$ cat src/rtl/dpbm_pkg.sv
package dpbm_pkg;

    localparam int ADDR_W   = 16;
    localparam int DATA_W   = 8;
    localparam int SEL_W    = 4;
    localparam int N_REGION = 4;

    typedef enum logic [1:0] {
        PH_IDLE   = 2'd0,
        PH_ADDR   = 2'd1,
        PH_STROBE = 2'd2,
        PH_DONE   = 2'd3
    } phase_e;

    typedef struct packed {
        logic              wr;
        logic [ADDR_W-1:0] addr;
        logic [DATA_W-1:0] data;
    } xfer_t;

    function automatic phase_e next_phase(input phase_e cur, input logic take);
        phase_e nxt;
        case (cur)
            PH_IDLE:   nxt = take ? PH_ADDR : PH_IDLE;
            PH_ADDR:   nxt = PH_STROBE;
            PH_STROBE: nxt = PH_DONE;
            default:   nxt = PH_IDLE;
        endcase
        return nxt;
    endfunction

    function automatic logic [SEL_W-1:0] region_bits(input logic [ADDR_W-1:0] a);
        return a[ADDR_W-1 -: SEL_W];
    endfunction

endpackage

$ cat src/rtl/dpbm_sequencer.sv
module dpbm_sequencer
    import dpbm_pkg::*;
(
    input  logic   clk,
    input  logic   rst,
    input  logic   req_valid,
    input  xfer_t  req_in,
    output phase_e phase,
    output xfer_t  held
);

    logic take;
    assign take = (phase == PH_IDLE) && req_valid;

    always_ff @(posedge clk) begin
        if (rst) begin
            phase <= PH_IDLE;
            held  <= '0;
        end else begin
            phase <= next_phase(phase, req_valid);
            if (take) begin
                held <= req_in;
            end
        end
    end


    accept_from_idle_chk: assert property (@(posedge clk) disable iff (rst)
        (phase == PH_ADDR) |-> ($past(phase) == PH_IDLE && $past(req_valid)));


    held_steady_chk: assert property (@(posedge clk) disable iff (rst)
        (phase != PH_IDLE && $past(phase) != PH_IDLE) |-> $stable(held));

endmodule

$ cat src/rtl/dpbm_region_decode.sv
module dpbm_region_decode #(
    parameter int                 N_SEL = 4,
    parameter int                 TAG_W = 4,
    parameter logic [N_SEL*TAG_W-1:0] TAGS = '0
) (
    input  logic             enable,
    input  logic [TAG_W-1:0] sel,
    output logic [N_SEL-1:0] cs_n
);

    for (genvar g = 0; g < N_SEL; g++) begin : g_region
        assign cs_n[g] = !(enable && (sel == TAGS[g*TAG_W +: TAG_W]));
    end

endmodule

$ cat src/rtl/dpbm_read_capture.sv
module dpbm_read_capture #(
    parameter int W = 8
) (
    input  logic         clk,
    input  logic         rst,
    input  logic         sample,
    input  logic [W-1:0] din,
    output logic [W-1:0] q
);

    // Mid-cycle capture: the falling edge lands half a clock into the strobe cycle.
    always_ff @(negedge clk) begin
        if (rst) begin
            q <= '0;
        end else if (sample) begin
            q <= din;
        end
    end

endmodule

$ cat src/rtl/dpbm_bus_master.sv
module dpbm_bus_master
    import dpbm_pkg::*;
#(
    parameter logic [N_REGION*SEL_W-1:0] REGION_TAGS = {4'hF, 4'h8, 4'h1, 4'h0}
) (
    input  logic                clk,
    input  logic                rst,
    input  logic                req_valid,
    input  logic                req_write,
    input  logic [ADDR_W-1:0]   req_addr,
    input  logic [DATA_W-1:0]   req_wdata,
    output logic                req_ack,
    output logic [DATA_W-1:0]   rsp_rdata,
    output logic [ADDR_W-1:0]   bus_addr,
    output logic [DATA_W-1:0]   bus_dout,
    output logic                bus_oe,
    input  logic [DATA_W-1:0]   bus_din,
    output logic                rd_n,
    output logic                wr_n,
    output logic [N_REGION-1:0] cs_n
);

    xfer_t  req_in;
    xfer_t  held;
    phase_e phase;
    logic   busy;
    logic   strobe_cyc;

    assign req_in.wr   = req_write;
    assign req_in.addr = req_addr;
    assign req_in.data = req_wdata;

    dpbm_sequencer u_seq (
        .clk       (clk),
        .rst       (rst),
        .req_valid (req_valid),
        .req_in    (req_in),
        .phase     (phase),
        .held      (held)
    );

    assign busy       = (phase != PH_IDLE);
    assign strobe_cyc = (phase == PH_STROBE);

    assign bus_addr = held.addr;
    assign bus_dout = held.data;
    assign rd_n     = !(strobe_cyc && !held.wr);
    assign wr_n     = !(strobe_cyc && held.wr);
    assign bus_oe   = held.wr && (strobe_cyc || phase == PH_DONE);
    assign req_ack  = (phase == PH_DONE);

    dpbm_region_decode #(
        .N_SEL (N_REGION),
        .TAG_W (SEL_W),
        .TAGS  (REGION_TAGS)
    ) u_dec (
        .enable (busy),
        .sel    (region_bits(held.addr)),
        .cs_n   (cs_n)
    );

    dpbm_read_capture #(
        .W (DATA_W)
    ) u_cap (
        .clk    (clk),
        .rst    (rst),
        .sample (strobe_cyc && !held.wr),
        .din    (bus_din),
        .q      (rsp_rdata)
    );


    ack_after_strobe_chk: assert property (@(posedge clk) disable iff (rst)
        req_ack |-> $past(!rd_n || !wr_n));


    ack_single_pulse_chk: assert property (@(posedge clk) disable iff (rst)
        req_ack |=> !req_ack);


    wr_release_hold_chk: assert property (@(posedge clk) disable iff (rst)
        $rose(wr_n) |-> (bus_oe && $stable(bus_addr) && $stable(bus_dout)));


    read_no_drive_chk: assert property (@(posedge clk) disable iff (rst)
        !rd_n |-> (!bus_oe && wr_n));


    one_select_chk: assert property (@(posedge clk) disable iff (rst)
        $onehot0(~cs_n));


    quiet_idle_chk: assert property (@(posedge clk) disable iff (rst)
        (&cs_n) |-> (rd_n && wr_n) || (region_bits(bus_addr) != REGION_TAGS[3:0]
                                        && region_bits(bus_addr) != REGION_TAGS[7:4]
                                        && region_bits(bus_addr) != REGION_TAGS[11:8]
                                        && region_bits(bus_addr) != REGION_TAGS[15:12]));

endmodule

$ cat config.mk
export PLATFORM = sky130hd
export DESIGN_NAME = dpbm_bus_master
export DESIGN_NICKNAME = d
export VERILOG_FILES = /design/src/rtl/dpbm_pkg.sv /design/src/rtl/dpbm_sequencer.sv /design/src/rtl/dpbm_region_decode.sv /design/src/rtl/dpbm_read_capture.sv /design/src/rtl/dpbm_bus_master.sv
export SDC_FILE = /design/constraint.sdc
export NUM_CORES = 1
export LEC_CHECK = 0
export BUFFER_PORTS_ARGS = -buffer_cell sky130_fd_sc_hd__buf_2
export CAP_MARGIN = 20
export CORE_MARGIN = 4
export CORE_UTILIZATION = 40
export DETAILED_ROUTE_END_ITERATION = 8
export PLACE_DENSITY = 0.7
export SLEW_MARGIN = 5
export SYNTH_ARGS = -nofsm -noshare
export SYNTH_HDL_FRONTEND = slang
export SYNTH_HIERARCHICAL = 1
export SYNTH_SLANG_ARGS = --single-unit
$ cat constraint.sdc
create_clock -name clk -period 3.1 [get_ports clk]
set_clock_uncertainty 0.15 [all_clocks]
set_input_delay 0.62 -clock clk [delete_from_list [all_inputs] [get_ports clk]]
set_output_delay 0.62 -clock clk [all_outputs]
set_load 0.1 [all_outputs]
; ---- Word-level counts from Yosys, hierarchy flattened
; Cells that the tools add are included.
[classes]
eq_ne = 6
mux = 2
reduce_logical = 19
[ops]
columns = op, count
row1 = == test 4 bit (second input constant), 2
row2 = logical AND 1 bit, 8
row3 = logical NOT 1 bit, 7
row4 = one-hot mux 2 bit (3 select lines), 1
row5 = == test 2 bit (second input constant), 2
row6 = == test 4 x 1 -> 1 bit (second input constant), 1
row7 = logical NOT 4 bit, 1
row8 = == test 2 x 1 -> 1 bit (second input constant), 1
row9 = logical NOT 2 bit, 1
row10 = nonzero test 2 bit, 1
row11 = logical OR 1 bit, 1
row12 = two-way mux 1 bit, 1
[word_totals]
ff_bits = 35
out_inout_bits = 40
elab_cells = 32

; ---- Logic depth before layout (Yosys ltp)
; Gate-level depths: netlist of run 1.
[logic_depth]
word_depth = 3
ltp_mapped = 6
mapped_depth_nobuf = 4

; ---- By module
; The synthesis of run 1 kept the hierarchy.
[modules_own_cells]
columns = mod, n_inst, cells_per_inst, area_each_um2, seq_area_each_um2
row1 = dpbm_sequencer, 1, 124, 1292.5, 540.5
row2 = dpbm_read_capture, 1, 27, 289.0, 160.2
row3 = dpbm_region_decode, 1, 6, 57.6, 0.0
row4 = dpbm_bus_master, 1, 6, 45.0, 0.0

==> results.py, run 1 <==
metrics = {
    "grt": {
        "grt_max_degree": 52,
        "grt_usage_pct": 13.6,
        "grt_pass1_vias": 1275,
        "grt_pass1_wl_um": 5820,
        "antenna_found_initial": 0,
        "gr-total-overflow": 0,
    },
    "routing": {
        "post-route-drc-count": 0,
        "wl_um": 3740,
        "ant_nets": 0,
        "drt_iter0_markers": 57,
        "via_per_inst": 4.87,
        "vias": 1413,
        "drtPass1Iterations": 4,
        "avgRoutedWirePerCell_um": 12.9,
    },
    "logic_synthesis": {
        "synth_top_family_by_area": "compound AO/OA/AOI/OAI gates",
        "ys_warn_count": 6,
        "synth.yosys.seq_area_share_pct": 41.6,
        "synth_xor_area_share_pct": 0,
        "synth_fp_nets": 200,
        "synth-simple-area-share_pct": 16.5,
        "synth_compound_area_share_pct": 27.9,
        "synthAdderAreaFrac_pct": 0.743,
        "ys.flop_type": "dfxtp_1",
        "synthMuxAreaShare_pct": 4.75,
        "synthCells": 163,
        "syn-cell-area_mm2": 0.00168,
        "yosysUniqueCellTypes": 26,
        "ys_ff_latch": 35,
        "synth_edf_count": 0,
        "async_flop_share_pct": 0,
        "avgSynthCellArea_um2": 10.3,
    },
    "clocking": {
        "clk_pin_slew_ns": 0.04,
        "numCtsBuffers": 5,
        "cts_sinks": 35,
        "root_buffer": "clkbuf_8",
        "insertion_delay_ns": 0.28,
        "cts_tree": "built",
        "post_cts_buffers": 0,
        "htreeDepth": 2,
        "cts_max_path_buffers": 2,
        "ctsHoldBuffers": 0,
    },
    "final_layout": {
        "final_util_pct": 57.4,
        "drive_above_1_share_pct": 52.9,
        "area_growth_pct": 37.4,
        "fin_area_mm2": 0.00231,
        "fin_nets": 276,
        "num_antenna_cells": 0,
    },
    "worst_setup_path": {
        "arrival_ns": 2.41,
        "cp_max_fo": 2,
        "path_buf_inv": 1,
        "end_kind": "output pin",
        "slowest_stage": "dfxtp_2",
        "crit_type": "flip-flop to output pin",
        "worstPathRequired_ns": 2.33,
        "crit_path_start_kind": "flip-flop",
        "worst_path_largest_cell_delay_ns": 0.34,
        "critical-path-top-delay-family": "flip-flops",
        "worstPathCellList": "buf_12",
    },
    "hold_path": {
        "hold_class": "flip-flop to flip-flop",
    },
    "placed_design": {
        "hpwl_um": 2660,
        "portBuffers": 75,
        "place_congestion": 0.733,
        "dp_slack_ns": 0.254,
        "place_area_mm2": 0.00215,
    },
    "sta": {
        "setup_tns_ns": -0.599,
        "slew_viol_final": 0,
        "slew_headroom_pct": 40.8,
        "grt_setup_unrepaired": "yes",
        "finalSetupViolations": 8,
        "hold_viol": 0,
        "tightestPinTransition_ns": 0.888,
        "setup_ws_ns": -0.0805,
    },
    "outcome": {
        "violations": "negative setup slack",
        "status": "complete, but fails checks",
    },
    "floorplanning": {
        "initial_core_util_pct": 41.8,
        "rows": 23,
        "boundaryPins": 76,
        "die_y_um": 72.9,
        "die_w_um": 72.9,
        "die_area_mm2": 0.00531,
        "core_mm2": 0.00403,
    },
    "power": {
        "p_clk_share_pct": 26.9,
        "pwr-share-comb_pct": 44.7,
        "leakage_nw": 1.02,
        "peakVddDrop_mv": 0.460,
        "p_int_mw": 1.07,
        "power_frac_seq_pct": 28.5,
        "power.density_mw_per_mm2": 841,
        "switching_power_mw": 0.877,
        "p_total_mw": 1.94,
        "p_sw_share_pct": 45.1,
    },
    "flow_run": {
        "cap_violations": 0,
    },
}
## registers in the layout (all words and copies together), names as in the netlist
| register | flops |
|---|---|
| u_seq/held | 25 |
| u_cap/q | 8 |
| u_seq/phase | 2 |
## timing repair
item | in CTS | in global routing
endpoints found under the hold margin | 0 | 0
resized for setup | 0 | 0
setup endpoints to repair | 8 | 8
## Yosys cell counts (2+ instances only)
master    number  area [um2]
buf_2          6        30.0
nand3b_1       2        15.0
buf_6          6        67.6
inv_1          3        11.3
nor2_1         8        30.0
nand3_1       26         130
dfxtp_1       35         701
buf_4          4        30.0
and2_2         2        15.0
mux2i_1        8        80.1
a21bo_1       24         240
a21oi_1        2        10.0
a21oi_2       24         210
## logic make-up (layout without fill, tap and decap cells)
group	Yosys count	in the layout
fa+ha+maj	1	1
mux	8	8
buf+inv	20	97
simple gates	48	48
flops	35	35
compound gates	51	51
## layer usage
layer / vias to the layer above / routed length [um] / part of all wire (%) / track usage [%]
met5: - / 0 / 0 / 0
met4: 0 / 22 / 0.59 / 2.46
met3: 3 / 290 / 7.7 / 4.96
met2: 41 / 1790 / 48 / 23.2
met1: 645 / 1640 / 44 / 16.6
li1: 724 / - / - / -
## final timing paths
path,start,end,slack [ns],cells past startpoint
min,u_cap/q[7],u_cap/q[7],0.37,2
max reg2reg,u_seq/phase[0],u_cap/q[0],0.29,4
min reg2reg,u_cap/q[7],u_cap/q[7],0.37,2
max,u_cap/q[2],rsp_rdata[2],-0.08,1
## power groups by stage
| stage | logic, mW | registers, mW | clock network, mW |
|---|---|---|---|
| finish | 0.869 | 0.553 | 0.522 |
| global route | 0.910 | 0.562 | 0.562 |
| CTS | 0.876 | 0.554 | 0.535 |
| detailed placement | 0.873 | 0.563 | 0.0179 |
| global placement | 0.871 | 0.560 | 0.0179 |
| floorplan | 0.401 | 0.912 | 0.0179 |
## through the flow
stage                     std cells  hold slack [ns]
after floorplan                 163            0.353
after CTS                       290            0.371
final                           290            0.369
after global placement          275            0.353
after global routing            290            0.393
after detailed placement        275            0.362
## final cells by class
| type | count | area (um2) |
|---|---|---|
| Multi-Input combinational cell | 108 | 843 |
| Sequential cell | 35 | 711 |
| Timing Repair Buffer | 79 | 526 |
| Tap cell | 50 | 62.6 |
| Fill cell | 366 | 1720 |
| Inverter | 2 | 7.51 |
| Clock buffer | 5 | 68.8 |
| Clock inverter | 11 | 95.1 |
## cell usage in the layout (no fill, tap or decap)
cell type	Yosys	routed
a21bo_1	24	24
a21bo_2	1	1
nor3b_1	1	1
or4_1	1	1
ha_2	0	1
dfxtp_1	35	27
a21oi_2	24	24
nand3b_1	2	2
clkinv_2	0	1
inv_1	3	10
nor2_1	8	8
or4b_1	1	1
or2_2	1	1
and3_2	1	1
or4b_4	1	1
a21oi_1	2	2
buf_12	0	8
nand3_1	26	26
dfxtp_2	0	8
nor2b_1	1	1
nand2b_1	1	1
nand2b_4	1	1
or3b_1	1	1
clkbuf_8	0	5
buf_2	6	67
mux2i_1	8	8
buf_4	4	4
bufinv_16	0	2
and2_2	2	2
(Power assumes the default switching activity.)
==> inputs of run 2 (changes only) <==
--- a/config.mk
+++ b/config.mk
@@ -8,9 +8,9 @@
 export BUFFER_PORTS_ARGS = -buffer_cell sky130_fd_sc_hd__buf_2
 export CAP_MARGIN = 20
 export CORE_MARGIN = 4
-export CORE_UTILIZATION = 40
+export CORE_UTILIZATION = 46
 export DETAILED_ROUTE_END_ITERATION = 8
-export PLACE_DENSITY = 0.7
+export PLACE_DENSITY = 0.78
 export SLEW_MARGIN = 5
 export SYNTH_ARGS = -nofsm -noshare
 export SYNTH_HDL_FRONTEND = slang
==> constraint.sdc (replaced) <==
create_clock -name clk -period 3 [get_ports clk]
set_clock_uncertainty 0.15 [all_clocks]
set_input_delay 0.6 -clock clk [delete_from_list [all_inputs] [get_ports clk]]
set_output_delay 0.6 -clock clk [all_outputs]
set_load 0.1 [all_outputs]
==> run 2 against run 1 <==
Against the previous run: the flow still finishes with violations (negative setup slack); sequential share of layout area up 0.79 points; via count hardly changed; hold slack worse by 0.0015 ns; final area decreased by 2.2%; routed wire length is 1.7% lower; final cell count shrank 1.4%; combinational power is 3.2% higher; power shrank 5.7%; register-to-register slack lost 0.06 ns; die area shrank 12%; first-iteration DRC count is 30% higher; clock power shrank 30%; largest cell class unchanged.
==> results.py, run 2 (synthesis gave the netlist of run 1 again) <==
metrics = {
    "final_layout": {
        "fillers": 296,
        "layout.cells.non_filler": 286,
        "drive_above_1_share_pct": 52.9,
        "num_antenna_cells": 0,
        "final_util_pct": 65.8,
        "fin_nets": 276,
        "area_growth_pct": 34.4,
        "top_regs": "u_seq/held x25, u_cap/q x8, u_seq/phase x2",
        "final_cell_mix": "buf_2, dfxtp_1, nand3_1",
        "largest_register_ffs": 25,
        "top_register": "u_seq/held",
        "final_common_cell": "buf_2",
    },
    "worst_setup_path": {
        "cp.depth": 1,
        "slowest_stage": "dfxtp_2",
        "worstPathCellList": "buf_12",
        "path_buf_inv": 1,
        "worstPathRequired_ns": 2.25,
        "r2r-end": "u_cap/q[2]",
        "crit_path_start_kind": "flip-flop",
        "crit_type": "flip-flop to output pin",
        "worst_path_largest_cell_delay_ns": 0.34,
        "endpoint": "rsp_rdata[6]",
        "ff2ff_path_depth": 4,
        "critical-path-top-delay-family": "flip-flops",
        "arrival_ns": 2.36,
        "end_kind": "output pin",
        "cp_max_fo": 2,
        "rr_startpoint": "u_seq/phase[0]",
        "cp-startpoint": "u_cap/q[6]",
        "rrSetupSlack_ns": 0.23,
    },
    "routing": {
        "drt_iter0_markers": 74,
        "post-route-drc-count": 0,
        "drtPass1Iterations": 4,
        "ant_nets": 0,
        "avgRoutedWirePerCell_um": 12.9,
        "wl_um": 3680,
        "via_per_inst": 4.94,
        "vias": 1414,
    },
    "floorplanning": {
        "die_y_um": 68.5,
        "die_w_um": 68.5,
        "rows": 21,
        "initial_core_util_pct": 48.9,
        "boundaryPins": 76,
        "die_area_mm2": 0.00469,
        "core_mm2": 0.00344,
    },
    "grt": {
        "antenna_found_initial": 0,
        "grt_pass1_wl_um": 5690,
        "grt_usage_pct": 16.1,
        "grt_pass1_vias": 1319,
        "grt_max_degree": 52,
        "gr-total-overflow": 0,
    },
    "clocking": {
        "cts_sinks": 35,
        "cts_tree": "built",
        "clk_pin_slew_ns": 0.03,
        "numCtsBuffers": 5,
        "root_buffer": "clkbuf_8",
        "htreeDepth": 2,
        "cts_max_path_buffers": 2,
        "ctsHoldBuffers": 0,
        "insertion_delay_ns": 0.28,
    },
    "placed_design": {
        "placed_cells": 271,
        "portBuffers": 75,
        "hpwl_um": 2650,
        "place_congestion": 0.686,
    },
    "flow_run": {
        "cap_violations": 0,
    },
    "power": {
        "leakage_nw": 0.995,
        "power.density_mw_per_mm2": 810,
        "peakVddDrop_mv": 0.486,
    },
    "sta": {
        "slew_headroom_pct": 41.5,
        "hold_viol": 0,
        "tightestPinTransition_ns": 0.877,
        "setup_ws_ns": -0.109,
        "grt_setup_unrepaired": "yes",
        "slew_viol_final": 0,
        "finalSetupViolations": 8,
    },
    "outcome": {
        "status": "complete, but fails checks",
        "violations": "negative setup slack",
    },
    "hold_path": {
        "hold_class": "flip-flop to flip-flop",
    },
}
## run 2: cell types whose count changed in the layout (fill, tap and decap cells not counted), sizes merged
cell	before	now
bufinv	2	0
clkinvlp	0	2
## run 2: area by class of cell
type | instances | area, um2 | share of cell area [%]
multi-input combinational | 108 | 843 | 37.3
sequential | 35 | 713 | 31.5
timing repair buffer | 79 | 526 | 23.2
clock buffer | 5 | 68.8 | 3.04
tap | 46 | 57.6 | 2.54
clock inverter | 11 | 47.5 | 2.10
inverter | 2 | 7.51 | 0.332
## run 2: worst min-delay path by stage
stage | start | endpoint | depth (start not counted)
floorplan | u_seq/phase[1] | u_seq/phase[0] | 2
global placement | u_cap/q[7] | u_cap/q[7] | 2
detailed placement | u_cap/q[3] | u_cap/q[3] | 2
CTS | u_cap/q[7] | u_cap/q[7] | 2
global route | u_cap/q[5] | u_cap/q[5] | 2
finish | u_cap/q[3] | u_cap/q[3] | 2
## run 2: timing repair
| item | CTS | global route |
|---|---|---|
| gates resized for setup | 0 | 1 |
| setup endpoints to repair | 8 | 8 |
| gates cloned | 0 | 0 |
| buffers inserted | 0 | 0 |
## run 2: through the flow
step           hold WS (ns)  setup slack, ns  total power [mW]  cell area (um2)  setup TNS (ns)
4_1_cts               0.371           -0.120              1.85             2260          -0.902
5_1_grt               0.392           -0.152              1.93             2260           -1.13
2_1_floorplan         0.353            0.116              1.38             1690               0
3_3_place_gp          0.350            0.243              1.49             2150               0
6_report              0.367           -0.109              1.83             2260          -0.835
3_5_place_dp          0.361            0.195              1.50             2150               0
## run 2: power breakdown
group          internal [mW]  leakage [nW]  total [mW]  switching (mW)
clock                  0.173        0.0827       0.363           0.190
sequential             0.529         0.291       0.574          0.0445
combinational          0.230         0.622       0.897           0.667
total                  0.932         0.995        1.83           0.901
## run 2: per-layer routing
metal | vias up | GRT usage, % | routed length (um)
met5 | - | 0 | 0
met4 | 0 | 5.96 | 36
met2 | 41 | 29.0 | 1840
met1 | 652 | 18.1 | 1570
li1 | 719 | - | -
met3 | 2 | 4.21 | 228
==> inputs of run 3 (changes only) <==
--- a/config.mk
+++ b/config.mk
@@ -11,6 +11,7 @@
 export CORE_UTILIZATION = 46
 export DETAILED_ROUTE_END_ITERATION = 8
 export PLACE_DENSITY = 0.78
+export SETUP_SLACK_MARGIN = 0.2
 export SLEW_MARGIN = 5
 export SYNTH_ARGS = -nofsm -noshare
 export SYNTH_HDL_FRONTEND = slang
==> run 3 against run 2 <==
Against the previous run: the run still ends with negative setup slack left; sequential power barely moved; final area up 2.9%; flip-flop and latch count is the same; clock power rose by 22%; highest routed layer unchanged; power rose by 6.0%; die area is the same; sequential share of layout area fell by 0.091 points; clock-buffer cell count up 3; critical path depth unchanged.
==> results.py, run 3 (synthesis gave the netlist of run 1 again) <==
metrics = {
    "outcome": {
        "status": "complete, but fails checks",
        "violations": "negative setup slack",
    },
    "placed_design": {
        "portBuffers": 75,
        "place_congestion": 0.688,
        "hpwl_um": 2780,
    },
    "power": {
        "p_sw_share_pct": 47.0,
        "power_frac_seq_pct": 29.5,
        "p_int_mw": 1.03,
        "pwr-share-comb_pct": 47.6,
        "leakage_nw": 1.03,
        "peakVddDrop_mv": 0.597,
        "p_clk_share_pct": 22.9,
        "switching_power_mw": 0.914,
        "power.density_mw_per_mm2": 834,
    },
    "sta": {
        "setup_tns_ns": -0.859,
        "finalSetupViolations": 8,
        "holdWs_ns": 0.363,
        "tightestPinTransition_ns": 0.859,
        "setup_ws_ns": -0.119,
        "grt_setup_unrepaired": "yes",
        "slew_headroom_pct": 42.7,
        "slew_viol_final": 0,
        "hold_viol": 0,
    },
    "floorplanning": {
        "rows": 21,
        "initial_core_util_pct": 48.9,
        "die_w_um": 68.5,
        "die_y_um": 68.5,
        "core_mm2": 0.00344,
        "boundaryPins": 76,
        "die_area_mm2": 0.00469,
    },
    "final_layout": {
        "final_cell_mix": "buf_2, nand3_1, dfxtp_1",
        "largest_register_ffs": 25,
        "drive_above_1_share_pct": 53.1,
        "num_antenna_cells": 0,
        "area_growth_pct": 38.3,
        "final_common_cell": "buf_2",
        "top_register": "u_seq/held",
        "top_regs": "u_seq/held x25, u_cap/q x8, u_seq/phase x2",
        "fin_nets": 277,
        "fillers": 287,
    },
    "grt": {
        "antenna_found_initial": 0,
        "gr-total-overflow": 0,
        "grt_pass1_vias": 1331,
        "grt_pass1_wl_um": 6150,
        "grt_max_degree": 52,
        "grt_usage_pct": 17.4,
    },
    "routing": {
        "ant_nets": 0,
        "via_per_inst": 4.97,
        "drt_iter0_markers": 100,
        "avgRoutedWirePerCell_um": 13.8,
        "wl_um": 3950,
        "post-route-drc-count": 0,
        "vias": 1426,
        "drtPass1Iterations": 4,
    },
    "worst_setup_path": {
        "arrival_ns": 2.37,
        "path_buf_inv": 1,
        "worst_path_largest_cell_delay_ns": 0.35,
        "worstPathRequired_ns": 2.25,
        "cp_max_fo": 2,
        "end_kind": "output pin",
        "crit_type": "flip-flop to output pin",
        "slowest_stage": "dfxtp_4",
        "crit_path_start_kind": "flip-flop",
        "worstPathCellList": "buf_12",
        "critical-path-top-delay-family": "flip-flops",
    },
    "clocking": {
        "root_buffer": "clkbuf_8",
        "insertion_delay_ns": 0.29,
        "post_cts_buffers": 0,
        "ctsHoldBuffers": 0,
        "cts_tree": "built",
        "numCtsBuffers": 5,
        "clk_pin_slew_ns": 0.04,
        "cts_resized": 0,
        "htreeDepth": 2,
        "cts_sinks": 35,
        "cts_max_path_buffers": 2,
    },
    "flow_run": {
        "cap_violations": 0,
    },
    "hold_path": {
        "hold_class": "flip-flop to flip-flop",
    },
}
[run 3: area by class of cell]
| class | instances | area, um2 | share of cell area (%) |
|---|---|---|---|
| well taps | 46 | 57.6 | 2.47 |
| clock inverters | 8 | 30.0 | 1.29 |
| clock buffers | 8 | 111 | 4.78 |
| multi-input cells | 108 | 846 | 36.3 |
| repair buffers | 80 | 546 | 23.4 |
| flip-flops and latches | 35 | 732 | 31.4 |
| inverters | 2 | 7.51 | 0.322 |
[run 3: worst paths after layout]
kind,startpoint,endpoint,slack (ns),cells after the start
setup reg to reg,u_seq/phase[0],u_cap/q[1],0.28,4
hold / removal,u_cap/q[4],u_cap/q[4],0.36,2
setup / recovery,u_cap/q[2],rsp_rdata[2],-0.12,1
hold reg to reg,u_cap/q[4],u_cap/q[4],0.36,2
[run 3: worst reg2reg max path, cell delays in order, from the launching register on]
cell and delay [ns]:
dfxtp_2 0.35, nor3b_2 0.17, buf_4 0.21, mux2i_1 0.21
nor2_1 0.05
[run 3: through the flow]
stage / setup slack [ns] / utilization, % / std cells / total power, mW / area (um2)
after CTS: -0.132 / 67.5 / 287 / 1.96 / 2320
final: -0.119 / 67.7 / 287 / 1.94 / 2330
after detailed placement: 0.208 / 63.5 / 272 / 1.53 / 2190
after floorplan: 0.217 / - / 163 / 1.38 / 1710
after global placement: 0.240 / 63.5 / 272 / 1.51 / 2190
after global routing: -0.164 / 67.7 / 287 / 2.04 / 2330
[run 3: power by group through the flow]
stage	sequential [mW]	combinational (mW)	clock [mW]
finish	0.574	0.925	0.444
global route	0.584	0.968	0.489
CTS	0.572	0.928	0.459
detailed placement	0.580	0.929	0.0183
global placement	0.579	0.916	0.0183
floorplan	0.942	0.414	0.0183
[run 3: routing by layer]
| metal | vias up | wire length [um] | GRT usage, % |
|---|---|---|---|
| met5 | - | 0 | 0 |
| met4 | 0 | 46 | 7.44 |
| met3 | 5 | 221 | 4.86 |
| met2 | 41 | 1940 | 28.1 |
| met1 | 657 | 1740 | 21.5 |
| li1 | 723 | - | - |
